File: src/rtl/i2c_bridge_pkg.sv
// Shared types for the two-wire target register bridge.
package i2c_bridge_pkg;
    // Protocol phase of the bridge controller.
    typedef enum logic [2:0] {
        ST_IDLE,
        ST_ADDR,
        ST_SUB,
        ST_WR,
        ST_RD
    } br_state_t;
endpackage

File: src/rtl/i2c_line_cond.sv
// Synchronises the bus clock and data lines into the system clock domain.
// Produces clock edges and START/STOP strobes from them.
// Assumes each bus phase lasts several system clocks; idle lines read high.
module i2c_line_cond #(
    parameter int SYNC_STAGES = 2
) (
    input  logic clk,
    input  logic rst_n,
    input  logic scl_i,
    input  logic sda_i,
    output logic scl_s,
    output logic sda_s,
    output logic scl_rise,
    output logic scl_fall,
    output logic start_det,
    output logic stop_det
);
    localparam int LINES = 2;

    logic [LINES-1:0] raw;
    logic [LINES-1:0] synced;
    logic [LINES-1:0] line_q;

    assign raw = {scl_i, sda_i};

    for (genvar g = 0; g < LINES; g++) begin : g_sync
        logic [SYNC_STAGES-1:0] chain;
        // Shift the raw line through the synchroniser chain.
        always_ff @(posedge clk) begin
            if (!rst_n) chain <= '1;
            else        chain <= {chain[SYNC_STAGES-2:0], raw[g]};
        end
        assign synced[g] = chain[SYNC_STAGES-1];
    end

    // Hold the previous synchronised sample for edge detection.
    always_ff @(posedge clk) begin
        if (!rst_n) line_q <= '1;
        else        line_q <= synced;
    end

    assign scl_s     = synced[1];
    assign sda_s     = synced[0];
    assign scl_rise  =  synced[1] & ~line_q[1];
    assign scl_fall  = ~synced[1] &  line_q[1];
    assign start_det =  synced[1] &  line_q[1] &  line_q[0] & ~synced[0];
    assign stop_det  =  synced[1] &  line_q[1] & ~line_q[0] &  synced[0];
endmodule

File: src/rtl/i2c_ack_decide.sv
// Decides whether a received byte is acknowledged.
// It matches the address byte and blocks holding-register writes while the FIFO is full.
// Purely combinational; it assumes shift_byte holds a complete byte when it is consulted.
module i2c_ack_decide #(
    parameter logic [6:0] DEV_ADDR = 7'h2A,
    parameter logic [7:0] THR_SUB  = 8'h00,
    parameter int         DW       = 8
) (
    input  logic [DW-1:0] shift_byte,
    input  logic [DW-1:0] sub_addr,
    input  logic          fifo_full,
    output logic          addr_hit,
    output logic          thr_block
);
    // Compare address bits and flag a refused FIFO write.
    always_comb begin
        addr_hit  = (shift_byte[DW-1:1] == DEV_ADDR);
        thr_block = fifo_full && (sub_addr == THR_SUB);
    end
endmodule

File: src/rtl/i2c_reg_bridge.sv
// Two-wire bus target that bridges host transfers onto a register port.
// Assumes a system clock much faster than the bus clock; no clock stretching.
// The data line is driven open-drain through sda_oe, and only while the clock is low.
module i2c_reg_bridge
    import i2c_bridge_pkg::*;
#(
    parameter logic [6:0] DEV_ADDR    = 7'h2A,
    parameter logic [7:0] THR_SUB     = 8'h00,
    parameter int         SYNC_STAGES = 2
) (
    input  logic       clk,
    input  logic       rst_n,
    input  logic       scl_i,
    input  logic       sda_i,
    output logic       sda_oe,
    output logic [7:0] reg_addr,
    output logic       reg_wr,
    output logic [7:0] reg_wdata,
    output logic       reg_rd,
    input  logic [7:0] reg_rdata,
    input  logic       fifo_full
);
    localparam int DW    = 8;
    localparam int CNT_W = $clog2(DW + 1);
    localparam logic [CNT_W-1:0] LAST_BIT = CNT_W'(DW);

    logic            scl_s, sda_s, scl_rise, scl_fall, start_det, stop_det;
    logic            addr_hit, thr_block;
    br_state_t       state;
    logic [CNT_W-1:0] bit_cnt;
    logic [DW-1:0]   shreg;
    logic [DW-1:0]   sub_addr;
    logic            ack_phase;
    logic            rw;

    i2c_line_cond #(.SYNC_STAGES(SYNC_STAGES)) u_line (
        .clk(clk), .rst_n(rst_n), .scl_i(scl_i), .sda_i(sda_i),
        .scl_s(scl_s), .sda_s(sda_s), .scl_rise(scl_rise), .scl_fall(scl_fall),
        .start_det(start_det), .stop_det(stop_det)
    );

    i2c_ack_decide #(.DEV_ADDR(DEV_ADDR), .THR_SUB(THR_SUB), .DW(DW)) u_ack (
        .shift_byte(shreg), .sub_addr(sub_addr), .fifo_full(fifo_full),
        .addr_hit(addr_hit), .thr_block(thr_block)
    );

    assign reg_addr = sub_addr;

    // Protocol controller: bit reception, acknowledge slots and read shifting.
    always_ff @(posedge clk) begin
        if (!rst_n) begin
            state     <= ST_IDLE;
            bit_cnt   <= '0;
            shreg     <= '0;
            sub_addr  <= '0;
            ack_phase <= 1'b0;
            sda_oe    <= 1'b0;
            rw        <= 1'b0;
            reg_wr    <= 1'b0;
            reg_rd    <= 1'b0;
            reg_wdata <= '0;
        end else begin
            reg_wr <= 1'b0;
            reg_rd <= 1'b0;
            if (stop_det) begin
                state     <= ST_IDLE;
                ack_phase <= 1'b0;
                sda_oe    <= 1'b0;
                bit_cnt   <= '0;
            end else if (start_det) begin
                state     <= ST_ADDR;
                ack_phase <= 1'b0;
                sda_oe    <= 1'b0;
                bit_cnt   <= '0;
            end else begin
                case (state)
                    ST_ADDR, ST_SUB, ST_WR: begin
                        if (!ack_phase) begin
                            if (scl_rise) begin
                                shreg   <= {shreg[DW-2:0], sda_s};
                                bit_cnt <= bit_cnt + 1'b1;
                            end else if (scl_fall && bit_cnt == LAST_BIT) begin
                                bit_cnt <= '0;
                                if (state == ST_ADDR) begin
                                    if (addr_hit) begin
                                        ack_phase <= 1'b1;
                                        sda_oe    <= 1'b1;
                                        rw        <= shreg[0];
                                    end else begin
                                        state <= ST_IDLE;
                                    end
                                end else if (state == ST_SUB) begin
                                    ack_phase <= 1'b1;
                                    sda_oe    <= 1'b1;
                                    sub_addr  <= shreg;
                                end else begin
                                    ack_phase <= 1'b1;
                                    if (!thr_block) begin
                                        sda_oe    <= 1'b1;
                                        reg_wr    <= 1'b1;
                                        reg_wdata <= shreg;
                                    end
                                end
                            end
                        end else if (scl_fall) begin
                            ack_phase <= 1'b0;
                            sda_oe    <= 1'b0;
                            if (state == ST_ADDR) begin
                                if (rw) begin
                                    state  <= ST_RD;
                                    shreg  <= reg_rdata;
                                    reg_rd <= 1'b1;
                                    sda_oe <= ~reg_rdata[DW-1];
                                end else begin
                                    state <= ST_SUB;
                                end
                            end else if (state == ST_SUB) begin
                                state <= ST_WR;
                            end
                        end
                    end
                    ST_RD: begin
                        if (!ack_phase) begin
                            if (scl_rise) begin
                                bit_cnt <= bit_cnt + 1'b1;
                            end else if (scl_fall) begin
                                if (bit_cnt == LAST_BIT) begin
                                    ack_phase <= 1'b1;
                                    sda_oe    <= 1'b0;
                                    bit_cnt   <= '0;
                                end else begin
                                    shreg  <= {shreg[DW-2:0], 1'b0};
                                    sda_oe <= ~shreg[DW-2];
                                end
                            end
                        end else begin
                            if (scl_rise && sda_s) begin
                                state     <= ST_IDLE;
                                ack_phase <= 1'b0;
                            end else if (scl_fall) begin
                                ack_phase <= 1'b0;
                                shreg     <= reg_rdata;
                                reg_rd    <= 1'b1;
                                sda_oe    <= ~reg_rdata[DW-1];
                            end
                        end
                    end
                    default: ;
                endcase
            end
        end
    end
endmodule

File: config.mk
export PLATFORM = sky130hd
export DESIGN_NAME = i2c_reg_bridge
export DESIGN_NICKNAME = d
export VERILOG_FILES = /design/src/rtl/i2c_bridge_pkg.sv /design/src/rtl/i2c_line_cond.sv /design/src/rtl/i2c_ack_decide.sv /design/src/rtl/i2c_reg_bridge.sv
export SDC_FILE = /design/constraint.sdc
export NUM_CORES = 1
export LEC_CHECK = 0
export BUFFER_PORTS_ARGS = -buffer_cell sky130_fd_sc_hd__clkbuf_2
export CORE_MARGIN = 2
export CORE_UTILIZATION = 50
export CTS_CLUSTER_DIAMETER = 80
export DETAILED_ROUTE_END_ITERATION = 12
export PLACE_DENSITY = 0.74
export SLEW_MARGIN = 20
export SYNTH_ARGS = -nofsm -noshare
export SYNTH_HDL_FRONTEND = slang
export SYNTH_HIERARCHICAL = 1
export SYNTH_SLANG_ARGS = --single-unit
File: constraint.sdc
create_clock -name clk -period 2 [get_ports clk]
set_input_delay 0.3 -clock clk [delete_from_list [all_inputs] [get_ports clk]]
set_output_delay 0.3 -clock clk [all_outputs]
set_load 0.02 [all_outputs]
==> flow_summary.yaml, run 1 <==
routing:
  vias: 1803
  first_pass_iters: 4
  drtIter0Drc: 119
  viasPerCell: 5.652
  wirelength_mm: 4.587
  ant_nets: 0
  routedWlPerCell_um: 14.38
  drc_errors: 0
synth:
  ys_ff_latch: 42
  synthesis.area_um2: 2042
  yosysUniqueCellTypes: 48
  synth_edf_count: 0
  synth_warnings: 6
  synth_area_leader_cell: "dfxtp_1"
  syn-num-nets: 233
  syn_area_per_cell_um2: 9.367
  synth-async-reset-ratio_pct: 0
  synthTopCellsByArea: "dfxtp_1, mux2i_1, nor2_1, a211oi_2, nand2b_1"
  ys_seq_area_share_pct: 41.18
  synth_top_area_share_pct: 41.18
  synth_ff_type: "dfxtp_1"
  syn_inst: 218
setup_path:
  cp-end-kind: "flop"
  r2r_end: "sda_oe"
  ff2ff_setup_slack_ps: 140
  path_class: "flop to flop"
  worst_ep_arrival_time_ps: 2050
  critPathLaunchType: "flop"
  r2r-start: "bit_cnt[0]"
  r2r_cells: 7
  required_ps: 2190
  crit_fanout: 5
placed_design:
  dp.cells: 311
  port_buffers: 31
  place_hpwl_mm: 3.316
  gp_congestion: 0.8794
  postPlaceCellArea_um2: 2362
worst_hold_path:
  hold_depth: 2
  holdPathEnd: "u_line/g_sync[1].chain[0]"
  min_path_type: "primary input to flop"
  hold_path.startpoint: "scl_i"
floorplanning:
  core_um2: 3971
  fp.dieH_um: 67.91
  die_width_um: 67.91
  io_pins: 32
  rows: 23
  die_area_um2: 4611
  initial_core_util_pct: 51.42
timing:
  tns_ps: 0
  fin_skew_ps: 12.24
  slew_headroom_pct: 63.55
  hold_viol: 0
  setup_violations: 0
  finalMaxSlewViolations: 0
  tightest_slew_ps: 545.5
  min_period_ps: 1862
  holdWs_ps: 187.9
  rsz0062_at_grt: "no"
  max_freq_ghz: 0.5371
  period_share_pct: 93.09
finish:
  layout_commonest_cell: "dfxtp_1"
  layout_common_cells: "dfxtp_1, clkbuf_2, nor2_1"
  area_growth_pct: 20.40
  final-seq-area_um2: 840.8
  multi_input_area_um2: 1102
  fin_nets: 283
  final_cells: 319
  fill_cells: 352
  drive_gt1_share_pct: 28.62
  fin_area_um2: 2459
  antenna_cells: 0
clocking:
  cts_num_sinks: 42
  h-tree-depth: 2
  cts_tree: "built"
  cts_buffers: 5
  path_clk_slew_ps: 70
  insertion_delay_ps: 300
  clock_path_buffers: 2
  clock_tree.root_cell: "clkbuf_8"
  post_cts_buffers: 0
global_routing:
  grt_pass1_vias: 1584
  grt_use_total_pct: 21.17
  overflow: 0
  antenna_found_initial: 0
  grt_max_degree: 26
  grt_pass1_wl_mm: 7.279
run_status:
  outcome: "complete, no violations"
flow_run:
  max_cap_viol_count: 0
power_and_ir_drop:
  leakagePower_nw: 1.053
  power.density_nw_per_um2: 622.6
  ir_drop_mv: 0.6673
[registers in the layout, indices dropped and copies added, names as in the netlist]
name / cells
u_line/line_q: 2
shreg: 8
reg_rd: 1
reg_addr: 8
reg_wdata: 8
state: 3
reg_wr: 1
bit_cnt: 4
u_line/g_sync.chain: 4
rw: 1
ack_phase: 1
sda_oe: 1
[metrics by stage]
step	util [%]	setup slack, ps	power, W
finish	61.91	138.2	0.001531
CTS	61.75	64.33	0.001543
floorplan	-	-23.63	0.0009552
global route	61.91	15.76	0.001588
global placement	59.48	13.29	0.001006
detailed placement	59.48	-64.92	0.001009
[layout make-up]
type | instances | area share, %
clock buffers | 5 | 2.799
flip-flops and latches | 42 | 34.20
multi-input cells | 155 | 44.83
well taps | 50 | 2.545
clock inverters | 3 | 0.7634
inverters | 10 | 1.527
repair buffers | 54 | 13.33
[where the power goes]
group,internal (W),switching [W],total [W]
clock,0.000245,0.000294,0.000540
combinational,0.0000573,0.0000742,0.000132
sequential,0.000850,0.00000935,0.000860
[synthesized netlist by cell type, types with 2 or more instances]
cell type,instances
and3_1,2
nor3_1,3
a211oi_2,7
buf_6,3
nand2_1,12
dfxtp_1,42
nand4_1,2
mux2i_1,25
and4b_1,3
nor4_1,2
inv_1,9
a22oi_1,3
a211oi_1,4
nor3b_1,2
o21ai_0,5
nor2b_1,3
nand2b_1,9
a32oi_1,2
a31oi_1,2
a21oi_1,11
or3b_1,2
nand3_1,7
nor2_1,27
buf_2,2
ha_1,2
nand3b_1,2
clkbuf_1,4
[layer usage]
metal  wire, um  global-route usage [%]  vias to the layer above
li1           -                       -                      880
met1       2215                   30.14                      855
met2       2050                   31.13                       58
met3        244                   5.099                       10
met4         76                   7.500                        0
met5          0                       0                        -
[kinds of logic (layout without fill, tap and decap cells)]
logic type	count (synthesis)	in the layout	share of synthesized area [%]
buffers and inverters	21	72	5.269
and+or+nand+nor	81	81	21.81
adders and majority gates	2	2	1.225
muxes	26	26	12.81
AOI/OAI and AO/OA	45	45	17.28
DFF	42	42	41.18
xor gates and xnor gates	1	1	0.4290
[worst max path at each step]
stage / slack, ps / end / startpoint / depth (start not counted)
6_report: 140 / sda_oe / bit_cnt[0] / 7
5_1_grt: 20 / reg_addr[3] / u_line/line_q[1] / 7
4_1_cts: 60 / reg_addr[3] / u_line/line_q[1] / 7
3_5_place_dp: -60 / reg_addr[3] / u_line/line_q[1] / 7
3_3_place_gp: 10 / reg_addr[6] / u_line/line_q[1] / 7
2_1_floorplan: -20 / reg_addr[6] / u_line/line_q[1] / 6
[worst max-delay path: stages, from the launching register on]
cell,delay [ps]
dfxtp_1,320
inv_1,80
ha_1,150
nand3b_1,190
buf_4,220
or3_1,360
o21ai_0,100
mux2_2,350
[timing repair]
action | 4_1_cts | 5_1_grt
gates resized for setup | 1 | 2
hold buffers | 0 | 0
endpoints found under the setup margin | 8 | 18
(Power assumes the default switching activity.)
==> run 2, diff against run 1 <==
--- a/config.mk
+++ b/config.mk
@@ -11,6 +11,7 @@
 export CTS_CLUSTER_DIAMETER = 80
 export DETAILED_ROUTE_END_ITERATION = 12
 export PLACE_DENSITY = 0.74
+export RECOVER_POWER = 100
 export SLEW_MARGIN = 20
 export SYNTH_ARGS = -nofsm -noshare
 export SYNTH_HDL_FRONTEND = slang
==> run 2 against run 1 <==
Routed wire length up 0.15%. Core utilization decreased by 0.88 points. Combinational power is essentially flat. Global-route usage unchanged. Clock-buffer cell count stayed put. Highest routed layer unchanged. Sequential power about the same. Critical endpoint is now reg_addr[3].
==> flow_summary.yaml, run 2 (synthesis gave the netlist of run 1 again) <==
floorplanning:
  rows: 23
  die_area_um2: 4611
  core_um2: 3971
  die_width_um: 67.91
  fp.dieH_um: 67.91
  io_pins: 32
  initial_core_util_pct: 51.42
clocking:
  post_cts_buffers: 0
  cts_buffers: 5
  h-tree-depth: 2
  clock_tree.root_cell: "clkbuf_8"
  path_clk_slew_ps: 80
  clock_path_buffers: 2
  hold_buffers: 0
  cts_num_sinks: 42
  cts_resized: 1
  cts_tree: "built"
  insertion_delay_ps: 300
timing:
  max_freq_ghz: 0.5349
  period_share_pct: 93.47
  setup_violations: 0
  slew_headroom_pct: 63.00
  min_period_ps: 1869
  holdWs_ps: 187.0
  fin_skew_ps: 10.88
  rsz0062_at_grt: "no"
  hold_viol: 0
  tightest_slew_ps: 553.8
  finalMaxSlewViolations: 0
  tns_ps: 0
power_and_ir_drop:
  leakagePower_nw: 0.9752
  swShare_pct: 24.77
  internal_power_w: 0.001151
  power.density_nw_per_um2: 631.5
  switchingPower_w: 0.0003790
  pwr-share-clk_pct: 35.4
  pwr-share-comb_pct: 8.5
  ir_drop_mv: 0.6672
  seqPwrFrac_pct: 56.2
setup_path:
  path_class: "flop to flop"
  crit_path_cell_trace: "nor2b_1, or3b_1, nor4_2, buf_4, nand2_2, mux2i_1, nor2_1"
  ff2ff_setup_slack_ps: 130
  cp_slowest_cell: "or3b_1"
  r2r-start: "u_line/line_q[1]"
  r2r_end: "reg_addr[3]"
  slowest_delay_ps: 410
  cp-end-kind: "flop"
  crit_fanout: 8
  worst_ep_arrival_time_ps: 2060
  critPathLaunchType: "flop"
  timing.critical_path.from: "u_line/line_q[1]"
  cp-endpoint: "reg_addr[3]"
  r2r_cells: 7
  required_ps: 2190
routing:
  drc_errors: 0
  vias: 1802
  first_pass_iters: 4
  ant_nets: 0
  wirelength_mm: 4.594
  drtIter0Drc: 112
  routedWlPerCell_um: 14.40
  viasPerCell: 5.649
global_routing:
  grt_max_degree: 26
  overflow: 0
  grt_use_total_pct: 21.17
  grt_pass1_wl_mm: 7.279
  grt_pass1_vias: 1584
  antenna_found_initial: 0
placed_design:
  place_hpwl_mm: 3.316
  port_buffers: 31
  gp_congestion: 0.8794
finish:
  layout_commonest_cell: "dfxtp_1"
  final_util_pct: 61.03
  antenna_cells: 0
  fin_nets: 283
  layout_common_cells: "dfxtp_1, nor2_1, mux2i_1"
  area_growth_pct: 18.69
  drive_gt1_share_pct: 20.45
flow_run:
  max_cap_viol_count: 0
worst_hold_path:
  min_path_type: "primary input to flop"
  hold_path.startpoint: "scl_i"
run_status:
  outcome: "complete, no violations"
run 2: critical path: cells and delay by family, from the launching register on:
family	cells	cell delay, ps
and+or+nand+nor	5	990
buffers and inverters	1	180
muxes	1	240
DFF	1	360
run 2: per-layer routing:
metal	track usage (%)	up-vias	share of wire (%)
met1	30.14	861	49
met3	5.099	8	4.8
met4	7.500	0	1.5
li1	-	882	-
met5	0	-	0
met2	31.13	51	45
run 2: layout make-up:
| cell class | instances | area (um2) |
|---|---|---|
| Tap cell | 50 | 62.56 |
| Timing Repair Buffer | 54 | 292.8 |
| Clock inverter | 3 | 18.77 |
| Clock buffer | 5 | 68.82 |
| Inverter | 10 | 37.54 |
| Sequential cell | 42 | 840.8 |
| Multi-Input combinational cell | 155 | 1102 |
| Fill cell | 368 | 1548 |
run 2: through the flow:
step	total power, W	std cells	setup slack, ps	instance area, um2
final	0.001530	319	130.6	2424
after global routing	0.001586	319	11.65	2424
after CTS	0.001543	319	64.33	2452
after detailed placement	0.001009	311	-64.92	2362
after global placement	0.001006	311	13.29	2362
after floorplan	0.0009552	218	-23.63	2042
run 2: worst min path at each step:
| stage | to | cells after the start |
|---|---|---|
| 2_1_floorplan | u_line/g_sync[0].chain[0] | 1 |
| 3_3_place_gp | u_line/g_sync[1].chain[1] | 1 |
| 3_5_place_dp | u_line/g_sync[1].chain[1] | 1 |
| 4_1_cts | u_line/g_sync[1].chain[0] | 2 |
| 5_1_grt | u_line/g_sync[1].chain[0] | 2 |
| 6_report | u_line/g_sync[1].chain[0] | 2 |
run 2: power groups by stage:
stage                     clock, W  sequential, W  combinational [W]
after global routing      0.000583       0.000861           0.000142
after CTS                 0.000553       0.000859           0.000131
after global placement           0       0.000879           0.000127
after floorplan                  0       0.000880          0.0000751
final                     0.000541       0.000860           0.000130
after detailed placement         0       0.000879           0.000130
